<file path="src/rtl/sclgen_pkg.sv">
package sclgen_pkg;
  typedef struct packed {
    logic clr;   // force all counters to zero this cycle
    logic run;   // advance the cascade
  } ctrlStrobe_t;
  localparam int NUM_STAGES = 3;  // pre-divider, sample, step
endpackage

</file>
<file path="src/rtl/sclgen_ctrl.sv">
module sclgen_ctrl
  import sclgen_pkg::*;
#(
  parameter int PRE_W       = 4,
  parameter int SAMP_W      = 3,
  parameter int STEP_W      = 6,
  parameter int HS_STEP_W   = 3,
  parameter int PRE_DEFAULT = 5,
  parameter int CW          = 6
) (
  input  logic              clk,
  input  logic              rstN,
  input  logic              enable,
  input  logic [PRE_W-1:0]  preDivM1,
  input  logic [SAMP_W-1:0] normSampM1,
  input  logic [STEP_W-1:0] normStepM1,
  input  logic [SAMP_W-1:0] hsSampM1,
  input  logic [HS_STEP_W-1:0] hsStepM1,
  input  logic [1:0]        hsModeSel,
  input  logic              masterCodeDone,
  output ctrlStrobe_t       strobe,
  output logic [CW-1:0]     limPre,
  output logic [CW-1:0]     limSamp,
  output logic [CW-1:0]     limStep,
  output logic              hsActive
);
  logic [PRE_W-1:0]     preShadow;
  logic [SAMP_W-1:0]    normSampShadow;
  logic [STEP_W-1:0]    normStepShadow;
  logic [SAMP_W-1:0]    hsSampShadow;
  logic [HS_STEP_W-1:0] hsStepShadow;
  logic                 hsArmed;
  logic                 switchNow;

  assign switchNow = enable && masterCodeDone && hsArmed && !hsActive;

  always_ff @(posedge clk or negedge rstN) begin
    if (!rstN) begin
      preShadow      <= PRE_W'(PRE_DEFAULT - 1);
      normSampShadow <= '0;
      normStepShadow <= '0;
      hsSampShadow   <= '0;
      hsStepShadow   <= '0;
      hsArmed        <= 1'b0;
      hsActive       <= 1'b0;
    end else if (!enable) begin
      preShadow      <= preDivM1;
      normSampShadow <= normSampM1;
      normStepShadow <= normStepM1;
      hsSampShadow   <= hsSampM1;
      hsStepShadow   <= hsStepM1;
      hsArmed        <= (hsModeSel == 2'b11);
      hsActive       <= 1'b0;
    end else if (switchNow) begin
      hsActive <= 1'b1;
    end
  end

  always_comb begin
    strobe.run = enable;
    strobe.clr = !enable || switchNow;
    limPre     = CW'(preShadow);
    limSamp    = hsActive ? CW'(hsSampShadow) : CW'(normSampShadow);
    limStep    = hsActive ? CW'(hsStepShadow) : CW'(normStepShadow);
  end
endmodule

</file>
<file path="src/rtl/sclgen_path.sv">
module sclgen_path
  import sclgen_pkg::*;
#(
  parameter int CW     = 6,
  parameter int STAGES = NUM_STAGES
) (
  input  logic                       clk,
  input  logic                       rstN,
  input  ctrlStrobe_t                strobe,
  input  logic [STAGES-1:0][CW-1:0]  lims,
  output logic                       halfTick
);
  logic [STAGES:0]   carry;
  logic [STAGES-1:0] wrapAt;

  assign carry[0] = strobe.run;

  for (genvar i = 0; i < STAGES; i++) begin : g_stage
    logic [CW-1:0] count;
    assign wrapAt[i]  = (count == lims[i]);
    assign carry[i+1] = carry[i] && wrapAt[i];
    always_ff @(posedge clk or negedge rstN) begin
      if (!rstN)          count <= '0;
      else if (strobe.clr) count <= '0;
      else if (carry[i])  count <= wrapAt[i] ? '0 : count + 1'b1;
    end
  end

  always_ff @(posedge clk or negedge rstN) begin
    if (!rstN) halfTick <= 1'b0;
    else       halfTick <= !strobe.clr && carry[STAGES];
  end
endmodule

</file>
<file path="src/rtl/sclgen_top.sv">
module sclgen_top
  import sclgen_pkg::*;
#(
  parameter int PRE_W       = 4,
  parameter int SAMP_W      = 3,
  parameter int STEP_W      = 6,
  parameter int HS_STEP_W   = 3,
  parameter int PRE_DEFAULT = 5
) (
  input  logic                 clk,
  input  logic                 rstN,
  input  logic                 enable,
  input  logic [PRE_W-1:0]     preDivM1,
  input  logic [SAMP_W-1:0]    normSampM1,
  input  logic [STEP_W-1:0]    normStepM1,
  input  logic [SAMP_W-1:0]    hsSampM1,
  input  logic [HS_STEP_W-1:0] hsStepM1,
  input  logic [1:0]           hsModeSel,
  input  logic                 masterCodeDone,
  output logic                 halfTick,
  output logic                 hsActive
);
  localparam int CW_A = (PRE_W > SAMP_W) ? PRE_W : SAMP_W;
  localparam int CW_B = (STEP_W > HS_STEP_W) ? STEP_W : HS_STEP_W;
  localparam int CW   = (CW_A > CW_B) ? CW_A : CW_B;

  ctrlStrobe_t strobe;
  logic [CW-1:0] limPre, limSamp, limStep;
  logic [NUM_STAGES-1:0][CW-1:0] lims;

  assign lims = {limStep, limSamp, limPre};

  sclgen_ctrl #(
    .PRE_W(PRE_W), .SAMP_W(SAMP_W), .STEP_W(STEP_W),
    .HS_STEP_W(HS_STEP_W), .PRE_DEFAULT(PRE_DEFAULT), .CW(CW)
  ) u_ctrl (
    .clk(clk), .rstN(rstN), .enable(enable), .preDivM1(preDivM1),
    .normSampM1(normSampM1), .normStepM1(normStepM1),
    .hsSampM1(hsSampM1), .hsStepM1(hsStepM1), .hsModeSel(hsModeSel),
    .masterCodeDone(masterCodeDone), .strobe(strobe),
    .limPre(limPre), .limSamp(limSamp), .limStep(limStep),
    .hsActive(hsActive)
  );

  sclgen_path #(.CW(CW), .STAGES(NUM_STAGES)) u_path (
    .clk(clk), .rstN(rstN), .strobe(strobe), .lims(lims),
    .halfTick(halfTick)
  );
endmodule

</file>
<file path="config.mk">
export PLATFORM = sky130hd
export DESIGN_NAME = sclgen_top
export DESIGN_NICKNAME = d
export VERILOG_FILES = /design/src/rtl/sclgen_pkg.sv /design/src/rtl/sclgen_ctrl.sv /design/src/rtl/sclgen_path.sv /design/src/rtl/sclgen_top.sv
export SDC_FILE = /design/constraint.sdc
export NUM_CORES = 1
export LEC_CHECK = 0
export ABC_AREA = 0
export BUFFER_PORTS_ARGS = -buffer_cell sky130_fd_sc_hd__clkbuf_2
export CORE_MARGIN = 1.5
export CORE_UTILIZATION = 50
export CTS_CLUSTER_SIZE = 12
export DETAILED_ROUTE_END_ITERATION = 12
export HOLD_SLACK_MARGIN = 0.15
export PLACE_DENSITY = 0.79
export SLEW_MARGIN = 10
export SYNTH_ARGS = -nofsm -noshare
export SYNTH_HDL_FRONTEND = slang
export SYNTH_SLANG_ARGS = --single-unit
</file>
<file path="constraint.sdc">
create_clock -name clk -period 2 [get_ports clk]
set_clock_uncertainty 0.2 [all_clocks]
set_input_delay 0.2 -clock clk [delete_from_list [all_inputs] [get_ports clk]]
set_output_delay 0.2 -clock clk [all_outputs]
set_load 0.05 [all_outputs]
</file>
# After elaboration in Yosys (flattened, before gate mapping)
# Index checks and enable logic that the tools add are counted.
# op_classes
reduce_logical	14
add_sub_neg	3
n_eq_ne	5
n_mux	13
# op_table
cell	n
$mux W6	10
$add A6 B1 Y6 const B	3
$logic_and A1 B1 Y1	7
$eq A6 B3 Y1	1
$eq A6 B4 Y1	1
$eq A6 B6 Y1	1
$reduce_bool A2 Y1	3
$logic_not A1 Y1	3
$mux W3	1
$eq A2 B2 Y1 const B	1
$mux W1	2
$ne A2 B1 Y1 const B	1
$logic_or A1 B1 Y1	1
# word_totals
register_bits	40
output_inout_bits	2
word_cells	46

# Logic depth before layout (Yosys ltp)
# logic_depth
word_depth	6
mapped_depth	8
mapped_depth_nobuf	6

# Modules after synthesis
# A second synthesis with hierarchy kept.
# unflattened
cells_unflattened	204
area_unflattened_um2	2188.3
# by_module_without_submodules
module	seq_area_each_um2	instances	cells_each	area_per_inst_um2
sclgen_path	475.5	1	138	1252.5
sclgen_ctrl	526.8	1	66	935.9

# Worst setup path after synthesis
# OpenSTA, ideal clock, no wires.
# synth_timing
path_kind	register to register
startpoint	register u_ctrl.hsActive
endpoint	register u_path.g_stage[2].count[5]
required_time_ns	1.671
setup_ns	0.129
period_less_slack_ns	2.308
path_slack_ns	-0.308
t_arrival_ns	1.979
path_buffers	1
path_stages_with_launch	8
cell_sequence	dfrtp_1 buf_6 mux2i_1 xnor2_1 o41ai_4 a21oi_1 a31oi_1 o31ai_2
# synth_between
elab_chain_cells	5
word_cells_on_any_way	12
# synth_lines
element	line	rtl
from (decl)	sclgen_ctrl.sv:25	output logic hsActive
from (signal assigned)	sclgen_ctrl.sv:45	hsActive <= 1'b0;
from (signal assigned)	sclgen_ctrl.sv:53	hsActive <= 1'b0;
from (signal assigned)	sclgen_ctrl.sv:55	hsActive <= 1'b1;
$mux W6	sclgen_ctrl.sv:64	limStep = hsActive ? CW'(hsStepShadow) : CW'(normStepShadow);
$eq A6 B6 Y1	sclgen_path.sv:20	assign wrapAt[i] = (count == lims[i]);
$mux W6 (2 in series)	sclgen_path.sv:25	else if (carry[i]) count <= wrapAt[i] ? '0 : count + 1'b1;
$mux W6	sclgen_path.sv:24	else if (strobe.clr) count <= '0;
to (signal assigned)	sclgen_path.sv:25	
to (decl)	sclgen_path.sv:19	logic [CW-1:0] count;
# Parallel ways exist; a longest one is shown, timed or not. The select of a mux whose other input is x is not followed.
# A chain may end at the register's enable or synchronous reset.

# Worst setup path after layout
# layout_timing
startpoint	register u_ctrl.hsActive
endpoint	register u_path.g_stage[1].count[4]
# layout_between
elab_chain_cells	5
word_cells_on_any_way	9
# layout_lines
element	line	rtl
$mux W3	sclgen_ctrl.sv:63	limSamp = hsActive ? CW'(hsSampShadow) : CW'(normSampShadow);
$eq A6 B3 Y1	sclgen_path.sv:20	
$mux W6 (2 in series)	sclgen_path.sv:25	
$mux W6	sclgen_path.sv:24	
to (signal assigned)	sclgen_path.sv:25	
to (decl)	sclgen_path.sv:19	
# Parallel ways exist; a longest one is shown, timed or not. The select of a mux whose other input is x is not followed.

==> results.json <==
{
  "status": "finished, violations left",
  "violations": "setup timing",
  "die-area_mm2": 0.00440,
  "grt_pass1_vias": 1818,
  "drive_above_1_share_pct": 39.4,
  "ys_seq_elements": 40,
  "final_cells": 302,
  "root_buffer": "clkbuf_8",
  "path_clk_slew_ps": 80,
  "core_mm2": 0.00374,
  "yosysMostFrequentCell": "dfrtp_1",
  "synth_cell_types": 38,
  "synth_edf_count": 0,
  "crit_arrival_ps": 2190,
  "diodes": 0,
  "die_width_um": 66.4,
  "netlist_area_mm2": 0.00201,
  "powerDensity_mw_per_mm2": 772,
  "maxCapViolations": 0,
  "antenna_found_initial": 0,
  "finalMaxSlewViolations": 0,
  "routed_wl_mm": 6.41,
  "htreeDepth": 2,
  "min_period_over_period_pct": 109,
  "criticalPathCategory": "flop to flop",
  "ant_nets": 0,
  "place_hpwl_mm": 3.00,
  "start_util_pct": 53.6,
  "max_slew.worst_pin.slew_ps": 593,
  "rsz0062_at_grt": "yes",
  "grt_pass1_wl_mm": 9.20,
  "dpl.cell_count": 265,
  "worstSetupEndpointType": "flop",
  "max_freq_ghz": 0.457,
  "clockBufferDepth": 2,
  "area_delta_synth_final_pct": 40.0,
  "yosysTopAreaCell": "dfrtp_1",
  "power.total_uw": 2170,
  "hold_viol": 0,
  "slew_headroom_pct": 60.2,
  "yosysWarningCount": 0,
  "place.gp.congestion": 0.806,
  "viasPerCell": 6.00,
  "grt.overflow.total": 0,
  "synthArstFlopShare_pct": 100,
  "cp_max_fo": 9,
  "synthTopCellsByArea": "dfrtp_1, mux2_2, xor2_1",
  "vdd_drop_max_v": 0.000660,
  "cp_data_required_time_ps": 2000,
  "hold_class": "primary input to flop",
  "syn_inst": 180,
  "clk-insertion-delay-late_ps": 300,
  "cts_tree": "yes",
  "ioPinCount": 27,
  "yosys.area.top_type_share_pct": 48.6,
  "yosys_most_used_dff": "dfrtp_1",
  "via_count": 1813,
  "critical_path.max_stage_delay_ps": 480,
  "crit_path_start_kind": "flop",
  "nFillCells": 213,
  "nets": 281,
  "drcViolationCount": 0,
  "row_count": 22,
  "setup_ws_ps": -186,
  "period_needed_ps": 2190,
  "crit_chain": "buf_6, buf_4, o21ai_2, buf_4, a21oi_1, nor3_1, a21oi_1, o21ai_0",
  "final_util_pct": 75.0,
  "leakagePower_uw": 0.00128,
  "wire_per_inst_um": 21.2,
  "avgSynthCellArea_um2": 11.1,
  "portBuffers": 26,
  "first_iter_violations": 173,
  "cts_sinks": 40,
  "crit_slowest_cell": "dfrtp_2",
  "drt_pass1_iterations": 4,
  "yosysSeqAreaShare_pct": 49.9,
  "grt_max_degree": 23,
  "grt_usage_pct": 29.2,
  "setup_violations": 11,
  "ys_top_cells_by_count": "dfrtp_1, mux2_2, nand2_1, nand3_1, xor2_1",
  "numCtsBuffers": 5,
  "syn_nets": 208,
  "die_h_um": 66.4
}
area by class of cell:
cell class	count	area [um^2]	area share (%)
multi-input cells	131	1070	38.1
inverters	3	11.3	0.401
clock buffers	7	96.3	3.43
flip-flops and latches	40	1000	35.7
clock inverters	1	30.0	1.07
repair buffers	72	537	19.1
well taps	48	60.1	2.14
critical path, delay by kind of cell (launching register included):
family,cells,cell delay (ps)
compound gates,4,610
flops,1,480
simple gates,1,270
buf+inv,3,530
per-layer routing:
layer | wire [um] | vias up | global-route usage (%)
li1 | - | 782 | -
met1 | 2420 | 877 | 35.0
met2 | 3270 | 130 | 48.1
met3 | 438 | 24 | 5.96
met4 | 281 | 0 | 17.3
met5 | 0 | - | 0
kinds of logic after synthesis:
logic type               count (synthesis)  share of synthesized area, %
buffers and inverters                    9                          2.18
AO/OA/AOI/OAI                           32                          11.2
XOR/XNOR                                16                          6.98
flip-flops                              40                          49.9
adder cells (fa/ha/maj)                  3                          1.87
AND/OR/NAND/NOR                         57                          15.2
multiplexers                            23                          12.7
power by group:
group	internal [uW]	total, uW	switching, uW
clock network	441	732	291
logic	230	478	247
registers	876	959	83.5
final timing paths:
check / cells past startpoint / end / slack, ps / from
hold / removal: 4 / u_path.g_stage[1].count[5] / 200 / enable
min in group asynchronous: 2 / u_ctrl.normSampShadow[0] / 240 / rstN
max in group asynchronous: 3 / u_path.g_stage[1].count[3] / 790 / rstN
setup / recovery: 8 / u_path.g_stage[1].count[4] / -190 / u_ctrl.hsActive
hold reg to reg: 1 / u_ctrl.hsStepShadow[0] / 340 / u_ctrl.hsStepShadow[0]
setup reg to reg: 8 / u_path.g_stage[1].count[4] / -190 / u_ctrl.hsActive
repair_timing:
action	CTS	global route
gates resized for setup	13	12
endpoints found under the hold margin	61	0
hold buffers	23	0
setup endpoints to repair	3	12
pin swaps	16	11
buffers inserted	5	2
layout by cell type (no fill, tap or decap), drive strengths merged, types with 3 or more instances in the layout:
cell type	Yosys	routed
a21oi	5	5
a31oi	3	3
and3	4	4
buf	3	23
clkbuf	3	33
dfrtp	39	39
dlygate4sd3	0	23
ha	3	3
inv	3	3
mux2	19	19
mux2i	4	4
nand2	13	13
nand2b	8	8
nand3	10	10
nand3b	3	3
nor2	9	9
nor3	3	3
o21ai	14	14
xnor2	6	6
xor2	10	10
flip-flops by register name (all words and copies together) (netlist names):
| name | flops |
|---|---|
| u_path.g_stage.count | 18 |
| u_ctrl.normStepShadow | 6 |
| u_ctrl.preShadow | 4 |
| u_ctrl.hsSampShadow | 3 |
| u_ctrl.hsStepShadow | 3 |
| u_ctrl.normSampShadow | 3 |
| u_ctrl.hsActive | 1 |
| u_ctrl.hsArmed | 1 |
| u_path.halfTick | 1 |
per-stage QoR:
stage	setup TNS (ps)	instance area, um^2	worst slack [ps]	hold slack [ps]
final	-1010	2810	-186	204
after floorplan	-645	2010	-143	-296
after CTS	-52.3	2740	-21.0	220
after global routing	-1820	2810	-214	193
after detailed placement	-115	2290	-52.1	-8.73
after global placement	0	2290	15.4	-10.5
(Power assumes the default switching activity.)
